## config.mk

```make
export PLATFORM = sky130hd
export DESIGN_NAME = segtx_window_sender
export DESIGN_NICKNAME = d
export VERILOG_FILES = /design/src/rtl/segtx_pkg.sv /design/src/rtl/segtx_window.sv /design/src/rtl/segtx_watchdog.sv /design/src/rtl/segtx_ctrl.sv /design/src/rtl/segtx_window_sender.sv
export SDC_FILE = /design/constraint.sdc
export NUM_CORES = 1
export LEC_CHECK = 0
export ABC_AREA = 1
export BUFFER_PORTS_ARGS = -buffer_cell sky130_fd_sc_hd__buf_4
export CORE_UTILIZATION = 53
export DETAILED_ROUTE_END_ITERATION = 7
export HOLD_SLACK_MARGIN = 0.15
export PLACE_DENSITY = 0.77
export REMOVE_ABC_BUFFERS = 1
export SYNTH_ARGS = -nofsm -noshare
export SYNTH_HDL_FRONTEND = slang
export SYNTH_HIERARCHICAL = 1
export SYNTH_SLANG_ARGS = --single-unit
```

## constraint.sdc

```tcl
create_clock -name clk -period 5.15 [get_ports clk]
set_clock_uncertainty 0.05 [all_clocks]
set_input_delay 0.2575 -clock clk [delete_from_list [all_inputs] [get_ports clk]]
set_output_delay 0.2575 -clock clk [all_outputs]
set_load 0.005 [all_outputs]
```

## src/rtl/segtx_pkg.sv

```systemverilog
package segtx_pkg;

   typedef enum logic [1:0] {
      ST_IDLE = 2'd0,
      ST_SYNC = 2'd1,
      ST_RUN  = 2'd2
   } segtx_state_e;

endpackage

```

## src/rtl/segtx_window.sv

```systemverilog
// Sequence counter and acknowledge tracker; all differences are modulo 2**SEQ_W.
module segtx_window #(
   parameter int SEQ_W  = 8,
   parameter int WINDOW = 7
) (
   input  logic             clk,
   input  logic             rst_n,
   input  logic             clr,
   input  logic             bump,
   input  logic             ack_en,
   input  logic [SEQ_W-1:0] peer_ack,
   output logic [SEQ_W-1:0] seq,
   output logic [SEQ_W-1:0] exp_ack,
   output logic [SEQ_W-1:0] outstanding,
   output logic [SEQ_W-1:0] ack_gain,
   output logic             room
);
   localparam logic [SEQ_W-1:0] WIN_V = SEQ_W'(WINDOW);

   logic [SEQ_W-1:0] seq_q, exp_q, ack_d;
   logic             ack_ok;

   always_comb begin
      outstanding = seq_q - exp_q;
      ack_d       = peer_ack - exp_q;
      ack_ok      = ack_en && (ack_d != '0) && (ack_d <= outstanding);
      ack_gain    = ack_ok ? ack_d : '0;
      room        = outstanding < WIN_V;
   end

   always_ff @(posedge clk) begin
      if (!rst_n) begin
         seq_q <= '0;
         exp_q <= '0;
      end else if (clr) begin
         seq_q <= '0;
         exp_q <= '0;
      end else begin
         if (bump)   seq_q <= seq_q + 1'b1;
         if (ack_ok) exp_q <= peer_ack;
      end
   end

   assign seq     = seq_q;
   assign exp_ack = exp_q;
endmodule

```

## src/rtl/segtx_watchdog.sv

```systemverilog
// Counts cycles since the last counter advance while data is outstanding.
module segtx_watchdog #(
   parameter int TMO_W = 16
) (
   input  logic             clk,
   input  logic             rst_n,
   input  logic             arm,
   input  logic             bump,
   input  logic [TMO_W-1:0] limit,
   output logic             expired
);
   logic [TMO_W-1:0] cnt_q;

   assign expired = arm && (cnt_q >= limit);

   always_ff @(posedge clk) begin
      if (!rst_n)            cnt_q <= '0;
      else if (bump || !arm) cnt_q <= '0;
      else if (!expired)     cnt_q <= cnt_q + 1'b1;
   end
endmodule

```

## src/rtl/segtx_ctrl.sv

```systemverilog
// Message sequencing: sync handshake, two-step offer, completion and timeout.
module segtx_ctrl
   import segtx_pkg::*;
#(
   parameter int CNT_W  = 10,
   parameter int SEQ_W  = 8,
   parameter int DATA_W = 16
) (
   input  logic              clk,
   input  logic              rst_n,
   input  logic              start,
   input  logic [CNT_W-1:0]  seg_total,
   input  logic [DATA_W-1:0] seg_data,
   input  logic              peer_sync_ack,
   input  logic              room,
   input  logic [SEQ_W-1:0]  ack_gain,
   input  logic              expired,
   output logic              in_run,
   output logic              ack_en,
   output logic              bump,
   output logic              win_clr,
   output logic [CNT_W-1:0]  seg_idx,
   output logic [DATA_W-1:0] pay_out,
   output logic              sync_out,
   output logic              busy,
   output logic              done,
   output logic              lost_err
);
   segtx_state_e      state_q;
   logic [CNT_W-1:0]  total_q, sent_q, acked_q, acked_nx;
   logic [DATA_W-1:0] pay_q;
   logic              phase_q, sync_q, done_q, err_q;
   logic              run_ok, load, finish;

   always_comb begin
      in_run   = (state_q == ST_RUN);
      run_ok   = in_run && peer_sync_ack && !expired;
      ack_en   = run_ok;
      acked_nx = acked_q + CNT_W'(ack_gain);
      bump     = run_ok && phase_q;
      load     = run_ok && !phase_q && (sent_q < total_q) && room;
      finish   = run_ok && !phase_q && (sent_q == total_q) && (acked_nx == total_q);
      win_clr  = ((state_q == ST_IDLE) && start) || (in_run && !peer_sync_ack);
   end

   always_ff @(posedge clk) begin
      if (!rst_n) begin
         state_q <= ST_IDLE;
         total_q <= '0;
         sent_q  <= '0;
         acked_q <= '0;
         pay_q   <= '0;
         phase_q <= 1'b0;
         sync_q  <= 1'b0;
         done_q  <= 1'b0;
         err_q   <= 1'b0;
      end else begin
         done_q <= 1'b0;
         unique case (state_q)
            ST_IDLE: begin
               if (start) begin
                  total_q <= seg_total;
                  err_q   <= 1'b0;
                  sync_q  <= 1'b0;
                  sent_q  <= '0;
                  acked_q <= '0;
                  phase_q <= 1'b0;
                  state_q <= ST_SYNC;
               end
            end
            ST_SYNC: begin
               if (peer_sync_ack) begin
                  sync_q  <= 1'b1;
                  state_q <= ST_RUN;
               end
            end
            ST_RUN: begin
               if (!peer_sync_ack) begin
                  sync_q  <= 1'b0;
                  sent_q  <= '0;
                  acked_q <= '0;
                  phase_q <= 1'b0;
                  state_q <= ST_SYNC;
               end else if (expired) begin
                  err_q   <= 1'b1;
                  phase_q <= 1'b0;
                  state_q <= ST_IDLE;
               end else begin
                  acked_q <= acked_nx;
                  if (finish) begin
                     done_q  <= 1'b1;
                     state_q <= ST_IDLE;
                  end else if (load) begin
                     pay_q   <= seg_data;
                     phase_q <= 1'b1;
                  end else if (bump) begin
                     sent_q  <= sent_q + 1'b1;
                     phase_q <= 1'b0;
                  end
               end
            end
            default: state_q <= ST_IDLE;
         endcase
      end
   end

   assign seg_idx  = sent_q;
   assign pay_out  = pay_q;
   assign sync_out = sync_q;
   assign busy     = (state_q != ST_IDLE);
   assign done     = done_q;
   assign lost_err = err_q;
endmodule

```

## src/rtl/segtx_window_sender.sv

```systemverilog
module segtx_window_sender #(
   parameter int DATA_W = 16,
   parameter int CNT_W  = 10,
   parameter int SEQ_W  = 8,
   parameter int WINDOW = 7,
   parameter int TMO_W  = 16
) (
   input  logic              clk,
   input  logic              rst_n,
   input  logic              start,
   input  logic [CNT_W-1:0]  seg_total,
   input  logic [TMO_W-1:0]  tmo_limit,
   output logic [CNT_W-1:0]  seg_idx,
   input  logic [DATA_W-1:0] seg_data,
   output logic [DATA_W-1:0] pay_out,
   output logic [SEQ_W-1:0]  seq_out,
   output logic              sync_out,
   input  logic [SEQ_W-1:0]  peer_ack,
   input  logic              peer_sync_ack,
   output logic              busy,
   output logic              done,
   output logic              lost_err
);
   localparam int GAIN_W = $clog2(WINDOW + 1);

   generate
      if (WINDOW < 1 || WINDOW >= (1 << SEQ_W)) begin : g_bad_window
         $error("WINDOW must lie in 1 .. 2**SEQ_W-1");
      end
      if (CNT_W < GAIN_W) begin : g_bad_cnt
         $error("CNT_W too narrow for the window");
      end
      if (DATA_W < 1 || TMO_W < 1) begin : g_bad_width
         $error("DATA_W and TMO_W must be positive");
      end
   endgenerate

   logic             in_run, ack_en, bump, win_clr, room, expired, arm;
   logic [SEQ_W-1:0] exp_ack, outstanding, ack_gain;

   assign arm = in_run && (outstanding != '0);

   segtx_window #(.SEQ_W(SEQ_W), .WINDOW(WINDOW)) u_win (
      .clk(clk), .rst_n(rst_n), .clr(win_clr), .bump(bump), .ack_en(ack_en),
      .peer_ack(peer_ack), .seq(seq_out), .exp_ack(exp_ack),
      .outstanding(outstanding), .ack_gain(ack_gain), .room(room)
   );

   segtx_watchdog #(.TMO_W(TMO_W)) u_wdg (
      .clk(clk), .rst_n(rst_n), .arm(arm), .bump(bump),
      .limit(tmo_limit), .expired(expired)
   );

   segtx_ctrl #(.CNT_W(CNT_W), .SEQ_W(SEQ_W), .DATA_W(DATA_W)) u_ctrl (
      .clk(clk), .rst_n(rst_n), .start(start), .seg_total(seg_total),
      .seg_data(seg_data), .peer_sync_ack(peer_sync_ack), .room(room),
      .ack_gain(ack_gain), .expired(expired), .in_run(in_run), .ack_en(ack_en),
      .bump(bump), .win_clr(win_clr), .seg_idx(seg_idx), .pay_out(pay_out),
      .sync_out(sync_out), .busy(busy), .done(done), .lost_err(lost_err)
   );
endmodule

```

# [Yosys cells after proc, flatten, opt, wreduce, memory -nomap -nowiden]
# Index checks and enable logic that the tools add are counted.
[op_classes] addsub=6 magnitude_cmp=4 eq_ne=16 mux=31 n_bitwise=5 reduce_logical=37
[op_table] op="10-bit two-way mux" n=8
[op_table] op="10-bit case mux with 2 select lines" n=2
[op_table] op="10-bit == test" n=2
[op_table] op="16-bit by 1-bit adder with 16-bit output, second input constant" n=1
[op_table] op="16-bit >= comparator" n=1
[op_table] op="8-bit nonzero test" n=2
[op_table] op="8-bit subtractor" n=2
[op_table] op="1-bit logical AND" n=14
[op_table] op="4-bit AND reduction" n=3
[op_table] op="1-bit two-way mux" n=11
[op_table] op="10-bit by 1-bit adder with 10-bit output, second input constant" n=1
[op_table] op="10-bit by 8-bit adder with 10-bit output" n=1
[op_table] op="10-bit < comparator" n=1
[op_table] op="2-bit two-way mux" n=5
[op_table] op="3-bit != test, second input constant" n=3
[op_table] op="8-bit by 1-bit adder with 8-bit output, second input constant" n=1
[op_table] op="8-bit <= comparator" n=1
[op_table] op="8-bit by 3-bit < comparator with 1-bit output, second input constant" n=1
[op_table] op="8-bit two-way mux" n=1
[op_table] op="2-bit != test, second input constant" n=4
[op_table] op="2-bit case mux with 3 select lines" n=1
[op_table] op="3-bit AND reduction" n=2
[op_table] op="6-bit AND reduction" n=1
[op_table] op="5-bit by 2-bit != test with 1-bit output, second input constant" n=1
[op_table] op="other kinds (18)" n=29
[totals] register_bits=84 inputBits=54 out_inout_bits=38 elab_cells=111

# [Depth between registers and ports, before layout]
# Gate-level depths: netlist of run 1.
[logic_depth] depth_word=16 ltp_mapped=40 ltp_nobuf=38

# [By module]
# Netlist of run 1, hierarchy kept.
[modules_own_cells] module="segtx_ctrl" instances=1 cells_per_inst=523 area_each_um2=3419.5 seq_area_each_um2=1041.0
[modules_own_cells] module="segtx_window" instances=1 cells_per_inst=265 area_each_um2=1806.7 seq_area_each_um2=320.3
[modules_own_cells] module="segtx_watchdog" instances=1 cells_per_inst=195 area_each_um2=1373.8 seq_area_each_um2=320.3
[modules_own_cells] module="segtx_window_sender" instances=1 cells_per_inst=9 area_each_um2=33.8 seq_area_each_um2=0.0

# [Worst setup path before layout of run 1]
# OpenSTA, ideal clock, no wires.
[synth_path] path_kind="reg2reg" from="register u_win.exp_q[1], in the netlist u_win/exp_ack[1]" to="register u_ctrl.pay_q[5], in the netlist u_ctrl/pay_out[5]" setup_ps=116 arrival_time_ps=4858 required_ps=4984 slack_ps=126 path_stages_with_launch=40 n_path_buf=2 synth_period_minus_slack_ps=5024 cell_sequence="dfxtp_1 -> inv_1 -> ha_1 -> nand2_1 -> o21ai_0 -> a21oi_1 -> o21bai_1 -> a21oi_1 -> o21bai_1 -> xnor2_1 -> nor2_1 -> nand2_1 -> nor2_1 -> nor2_1 -> nand2_4 -> inv_2 -> nor2_1 -> clkbuf_1 -> [4 not listed] -> ha_1 -> inv_1 -> fa_1 -> inv_1 -> nand2_2 -> nand2_2 -> nand2_1 -> nand2_1 -> nand2_1 -> nand2_1 -> nand3_1 -> nor2_1 -> nand3_1 -> nor2_1 -> nand2_1 -> buf_2 -> a21oi_1 -> nor2_2"
[synth_between] elab_chain_cells=14 elab_cells_between_ends=23 classes_between="3 x add/sub; 2 x order compare; 1 x eq/ne; 1 x mux; 2 x bitwise; 14 x reduce/logical"
[synth_lines] item="start: declaration" line="segtx_window.sv:20" text="logic [SEQ_W-1:0] seq_q, exp_q, ack_d;"
[synth_lines] item="start signal: assignment" line="segtx_window.sv:40" text="if (ack_ok) exp_q <= peer_ack;"
[synth_lines] item="8-bit subtractor" line="segtx_window.sv:24" text="outstanding = seq_q - exp_q;"
[synth_lines] item="via outstanding[7]" line="segtx_window_sender.sv:39" text="logic [SEQ_W-1:0] exp_ack, outstanding, ack_gain;"
[synth_lines] item="8-bit nonzero test" line="segtx_window_sender.sv:41" text="assign arm = in_run && (outstanding != '0);"
[synth_lines] item="1-bit logical AND" line="segtx_window_sender.sv:41"
[synth_lines] item="via arm" line="segtx_window_sender.sv:38" text="logic in_run, ack_en, bump, win_clr, room, expired, arm;"
[synth_lines] item="1-bit logical AND" line="segtx_watchdog.sv:14" text="assign expired = arm && (cnt_q >= limit);"
[synth_lines] item="via expired" line="segtx_window_sender.sv:38"
[synth_lines] item="1-bit zero test" line="segtx_ctrl.sv:37" text="run_ok = in_run && peer_sync_ack && !expired;"
[synth_lines] item="[1 not listed]"
[synth_lines] item="via ack_en" line="segtx_window_sender.sv:38"
[synth_lines] item="1-bit logical AND (2 in a row)" line="segtx_window.sv:26" text="ack_ok = ack_en && (ack_d != '0) && (ack_d <= outstanding);"
[synth_lines] item="8-bit two-way mux" line="segtx_window.sv:27" text="ack_gain = ack_ok ? ack_d : '0;"
[synth_lines] item="via ack_gain[0]" line="segtx_window_sender.sv:39"
[synth_lines] item="10-bit by 8-bit adder with 10-bit output" line="segtx_ctrl.sv:39" text="acked_nx = acked_q + CNT_W'(ack_gain);"
[synth_lines] item="10-bit == test" line="segtx_ctrl.sv:42" text="finish = run_ok && !phase_q && (sent_q == total_q) && (acked_nx == total_q);"
[synth_lines] item="1-bit logical AND" line="segtx_ctrl.sv:42"
[synth_lines] item="1-bit NOT (no source line)"
[synth_lines] item="5-bit AND reduction (no source line)"
[synth_lines] item="end signal: assignment" line="segtx_ctrl.sv:94" text="pay_q <= seg_data;"
[synth_lines] item="end: declaration" line="segtx_ctrl.sv:31" text="logic [DATA_W-1:0] pay_q;"
# The timed path passes the listed nets, and every way through them passes these cells.
# A chain may end at the register's enable or synchronous reset.

# [Worst setup path after layout of run 1]
[layout_path] from="register u_win.exp_q[2], in the netlist u_win/exp_ack[2]" to="register u_ctrl.pay_q[4], in the netlist u_ctrl/pay_out[4]"
# Same word-level chain as after synthesis.

==> flow_summary.ini, run 1 <==
[status]
status = finished clean

[logic_synthesis]
yosys-top-cells-area = dfxtp_1 25%, nand2_1 13%, ha_1 11%
synth_top_area_cell = dfxtp_1
synth_cells = 992
async_reset_ff_share_pct = 0
synthFlopType = dfxtp_1
ys_ff_latch = 84
synth.avg_cell_area_um2 = 6.69
syn-cell-area_mm2 = 0.00663
synth_top_cell_area_share_pct = 25.3
yosysUniqueCellTypes = 48
ys_seq_area_share_pct = 25.3
synth_common_cells = 221 x nand2_1, 164 x inv_1, 103 x nor2_1
synth-edff-count = 0
synth.most_common_cell = nand2_1
synth_warnings = 6

[power]
p_total_mw = 1.68
pwr-share-clk_pct = 38.8
powerDensity_mw_per_mm2 = 208
seqPwrFrac_pct = 40.4
switchingPower_uw = 501
cellLeakagePower_nw = 3.82
combPwrFrac_pct = 20.7
ir_drop_mv = 0.220
p_int_mw = 1.18
switching_share_pct = 29.9

[cells_and_area]
final-instance-count-excl-fill = 1269
drive_gt1_share_pct = 21.9
filler_cell_count = 1091
syn_to_final_growth_pct = 21.4
stdcell_area_mm2 = 0.00806
nets = 1210
final_util_pct = 66.5
antenna_cells = 0

[clock_network]
clk_latency_ps = 350
h-tree-depth = 3
numCtsBuffers = 9
clk_pin_slew_ps = 70
clk_path_buf_depth = 2
cts_sinks = 84
cts_tree = built
root_buffer = clkbuf_16

[detailed_routing]
first_pass_iters = 5
viasPerCell = 5.13
drc = 0
via_count = 6510
drtIter0Drc = 455
ant_nets = 0
post_drt_wl_per_cell_um = 13.0
drt-total-wl_mm = 16.5

[place]
routabilityCongestion = 0.873
io_buffers = 91
dp_slack_ps = 36.1
hpwl_mm = 11.9
place_area_mm2 = 0.00744
placed_cells = 1239

[sta]
fin_ws_ps = 327
layout_min_cycle_time_ps = 4820
max_freq_mhz = 207
timing.setup.tns_ps = 0
period_share_pct = 93.6
worst_pin_slew_ps = 1130
maxSlewHeadroom_pct = 25.0
setup_viol = 0
hold_viol = 0
final_max_slew_viol_count = 0
whs_ps = 159

[worst_setup_path]
critPathCaptureType = register
cpMaxStageDelayCell = fa_2
crit_type = register to register
worstPathMaxFanout = 8
cp_slowest_stage_delay_ps = 570
critPathArrivalTime_ps = 5060
cp.required_ps = 5390
worst_setup_path_start_kind = register
crit_path_frequent_cell = nand2_1

[grt]
grt_usage_pct = 25.6
grt_pass1_vias = 5745
globalRoute.totalOverflow = 0
grt_max_degree = 34
grt_pass1_wl_mm = 26.7
antenna_found_initial = 0

[die]
ioPinCount = 92
core_area_mm2 = 0.0121
initial_core_util_pct = 54.8
die_area_mm2 = 0.0130
die_width_um = 114
die_height_um = 114
rows = 40

[min_path]
hold_class = primary input to register

[job]
drv_cap = 0
-- layout by cell type, fill, tap and decap left out, types with 21 or more instances in the layout --
cell type	instances
a21oi_1	78
a21oi_2	21
buf_4	105
dfxtp_1	81
ha_1	54
inv_1	159
nand2_1	221
nand3_1	74
nand3_2	23
nor2_1	97
o21ai_0	22
-- critical path: cells and delay by family (launching register included) --
kind	cells	cell delay, ps
flops	1	340
compound gates	6	870
buf+inv	4	200
xor+xnor	1	130
simple gates	21	2130
fa+ha+maj	3	1020
-- power by group through the flow --
stage               Combinational, mW  Sequential [mW]  Clock [mW]
floorplan                       0.212            0.690           0
global placement                0.313            0.693           0
detailed placement              0.318            0.693           0
CTS                             0.325            0.679       0.663
global route                    0.388            0.679       0.688
finish                          0.347            0.678       0.651
-- routing by layer --
metal	routed length, um	share of wire [%]	up-vias	track usage [%]
met1	7750	47	2943	34.1
li1	-	-	3360	-
met5	0	0	-	0
met2	7640	46	187	42.6
met3	826	5.0	20	3.24
met4	252	1.5	0	9.09
-- sequential cells by signal, summed over array words and instances, names as in the netlist --
| register | flops |
|---|---|
| u_ctrl/pay_out | 16 |
| u_wdg/cnt_q | 16 |
| u_ctrl/seg_idx | 10 |
| u_ctrl/sync_out | 1 |
| u_ctrl/phase_q | 1 |
| u_win/seq | 8 |
| u_ctrl/done | 1 |
| u_ctrl/state_q | 2 |
| u_ctrl/acked_q | 10 |
| u_win/exp_ack | 8 |
| u_ctrl/total_q | 10 |
| u_ctrl/lost_err | 1 |
-- final timing paths --
| kind | startpoint | to | slack, ps | cells after the start |
|---|---|---|---|---|
| max | u_win/exp_ack[2] | u_ctrl/pay_out[4] | 330 | 35 |
| min | seg_data[9] | u_ctrl/pay_out[9] | 160 | 5 |
| max reg2reg | u_win/exp_ack[2] | u_ctrl/pay_out[4] | 330 | 35 |
| min reg2reg | u_ctrl/acked_q[2] | u_ctrl/acked_q[2] | 420 | 2 |
-- cell type report --
cell class | count | area (um2) | share of cell area [%]
multi-input combinational | 718 | 4360 | 54.2
timing repair buffer | 111 | 850 | 10.5
tap | 168 | 210 | 2.61
sequential | 84 | 1690 | 21.0
inverter | 172 | 651 | 8.08
clock buffer | 11 | 233 | 2.89
clock inverter | 5 | 60.1 | 0.745
-- cells by family (layout without fill, tap and decap cells) --
kind of cell	after synthesis	in the layout	share of synthesized area, %
buf+inv	191	299	11.8
simple gates	494	495	35.6
xor+xnor	30	30	4.36
compound gates	133	133	11.3
fa+ha+maj	60	60	11.7
flops	84	84	25.3
-- repair_timing --
action,CTS,global route
hold buffers,5,0
resized for setup,0,50
endpoints found under the hold margin,5,0
setup buffers,0,8
endpoints found under the setup margin,0,19
Note: power is estimated with default switching activity, not from simulation.
==> run 2, diff against run 1 <==
--- a/config.mk
+++ b/config.mk
@@ -11,6 +11,7 @@
 export DETAILED_ROUTE_END_ITERATION = 7
 export HOLD_SLACK_MARGIN = 0.15
 export PLACE_DENSITY = 0.77
+export RECOVER_POWER = 25
 export REMOVE_ABC_BUFFERS = 1
 export SYNTH_ARGS = -nofsm -noshare
 export SYNTH_HDL_FRONTEND = slang
==> run 2 against run 1 <==
Net effect: non-clock buffer count did not move; design area did not move; global-route usage did not move; fmax barely moved; flip-flop and latch count did not move; clock power rose by 0.6%; cell count did not move; register-to-register slack barely moved; wire length barely moved; sequential power barely moved; power rose by 0.13%; sequential share of layout area did not move; largest cell class unchanged; largest power group unchanged.
==> flow_summary.ini, run 2 (synthesis results as in run 1) <==
[worst_setup_path]
reg2regPathDepth = 35
path_delay_family = simple AND/OR/NAND/NOR gates
crit_path_frequent_cell = nand2_1
critPathCaptureType = register
cpMaxStageDelayCell = fa_2
cp_slowest_stage_delay_ps = 570
crit_buf_inv = 4
worst_setup_path_start_kind = register
worstPathMaxFanout = 8
rrSetupSlack_ps = 320
critPathArrivalTime_ps = 5070
crit_type = register to register
r2r-end = u_ctrl/pay_out[4]
cp.required_ps = 5390
worstReg2RegStart = u_win/exp_ack[2]

[sta]
max_freq_mhz = 207
setup_viol = 0
layout_min_cycle_time_ps = 4830
period_share_pct = 93.7
maxSlewHeadroom_pct = 24.0
worst_pin_slew_ps = 1140
hold_viol = 0
final_max_slew_viol_count = 0

[cells_and_area]
final-instance-count-excl-fill = 1269
drive_gt1_share_pct = 21.9
nets = 1210
antenna_cells = 0
syn_to_final_growth_pct = 21.4
final_util_pct = 66.5
final_cell_mix = 221 x nand2_1, 159 x inv_1, 97 x nor2_1
stdcell_area_mm2 = 0.00806
mostFrequentLayoutCell = nand2_1

[grt]
grt_pass1_vias = 5745
globalRoute.totalOverflow = 0
grt_max_degree = 34
grt_usage_pct = 25.6
grt_pass1_wl_mm = 26.7
antenna_found_initial = 0

[detailed_routing]
drt-total-wl_mm = 16.5
via_count = 6517
wl_met1_mm = 7.63
drc = 0
first_pass_iters = 6
ant_nets = 0
viasPerCell = 5.14
dr_wl_met2_mm = 7.65
highest_layer = met4
routed-wl-met3_um = 910
drtIter0Drc = 452
post_drt_wl_per_cell_um = 13.0

[clock_network]
h-tree-depth = 3
cts_tree = built
clk_latency_ps = 350
numCtsBuffers = 9
cts_sinks = 84
clk_pin_slew_ps = 70
clk_path_buf_depth = 2
root_buffer = clkbuf_16

[power]
powerDensity_mw_per_mm2 = 208
ir_drop_mv = 0.220
cellLeakagePower_nw = 3.80

[die]
die_width_um = 114
die_height_um = 114
ioPinCount = 92
core_area_mm2 = 0.0121
rows = 40
die_area_mm2 = 0.0130
initial_core_util_pct = 54.8

[place]
hpwl_mm = 11.9
place_area_mm2 = 0.00744
routabilityCongestion = 0.873
io_buffers = 91
placed_cells = 1239

[min_path]
hold_class = primary input to register
whs_path_depth = 5
hold-path-endpoint = u_ctrl/pay_out[9]
min-delay-start = seg_data[9]

[status]
status = finished clean

[job]
drv_cap = 0
run 2: cell count changes in the layout (fill, tap and decap cells not counted):
cell      change
buf_4        -28
clkbuf_4     +28
run 2: timing repair:
item	4_1_cts	5_1_grt
setup buffers	0	8
setup endpoints to repair	0	19
gates resized for setup	0	50
hold buffers	5	0
hold endpoints to repair	5	0
run 2: worst max path at each step:
stage	to	from	cells past startpoint
finish	u_ctrl/pay_out[4]	u_win/exp_ack[2]	35
global route	u_ctrl/pay_out[4]	u_win/exp_ack[2]	35
CTS	u_ctrl/pay_out[7]	u_win/exp_ack[2]	35
detailed placement	u_ctrl/pay_out[6]	u_win/exp_ack[2]	38
global placement	u_ctrl/pay_out[1]	u_win/exp_ack[2]	36
floorplan	u_ctrl/pay_out[5]	u_win/exp_ack[1]	37
run 2: routing by layer:
metal / GRT usage, % / vias to the layer above
met5: 0 / -
met4: 9.09 / 0
met3: 3.24 / 22
met2: 42.6 / 200
met1: 34.1 / 2936
li1: - / 3359
run 2: area by class of cell:
class / count / area (um2)
Clock inverter: 5 / 60.1
Timing Repair Buffer: 111 / 850
Tap cell: 168 / 210
Clock buffer: 11 / 233
Fill cell: 1091 / 4060
Sequential cell: 84 / 1690
Multi-Input combinational cell: 718 / 4360
Inverter: 172 / 651
run 2: power breakdown:
group	switching (mW)	total [mW]	internal, mW
logic	0.215	0.346	0.132
registers	0.0125	0.678	0.666
clock network	0.277	0.655	0.378
run 2: worst min-delay path, stage by stage:
cell and delay, ps:
buf_4 70, inv_1 30, nand3_2 50, nand2_1 40, nor2_1 60
run 2: metrics by stage:
stage	worst slack (ps)	setup TNS, ps	power (mW)	hold WS [ps]
final	323	0	1.68	158
after global placement	230	0	1.01	401
after CTS	11.2	0	1.67	151
after detailed placement	36.1	0	1.01	413
after global routing	-76.1	-285	1.76	187
after floorplan	-472	-8210	0.903	305
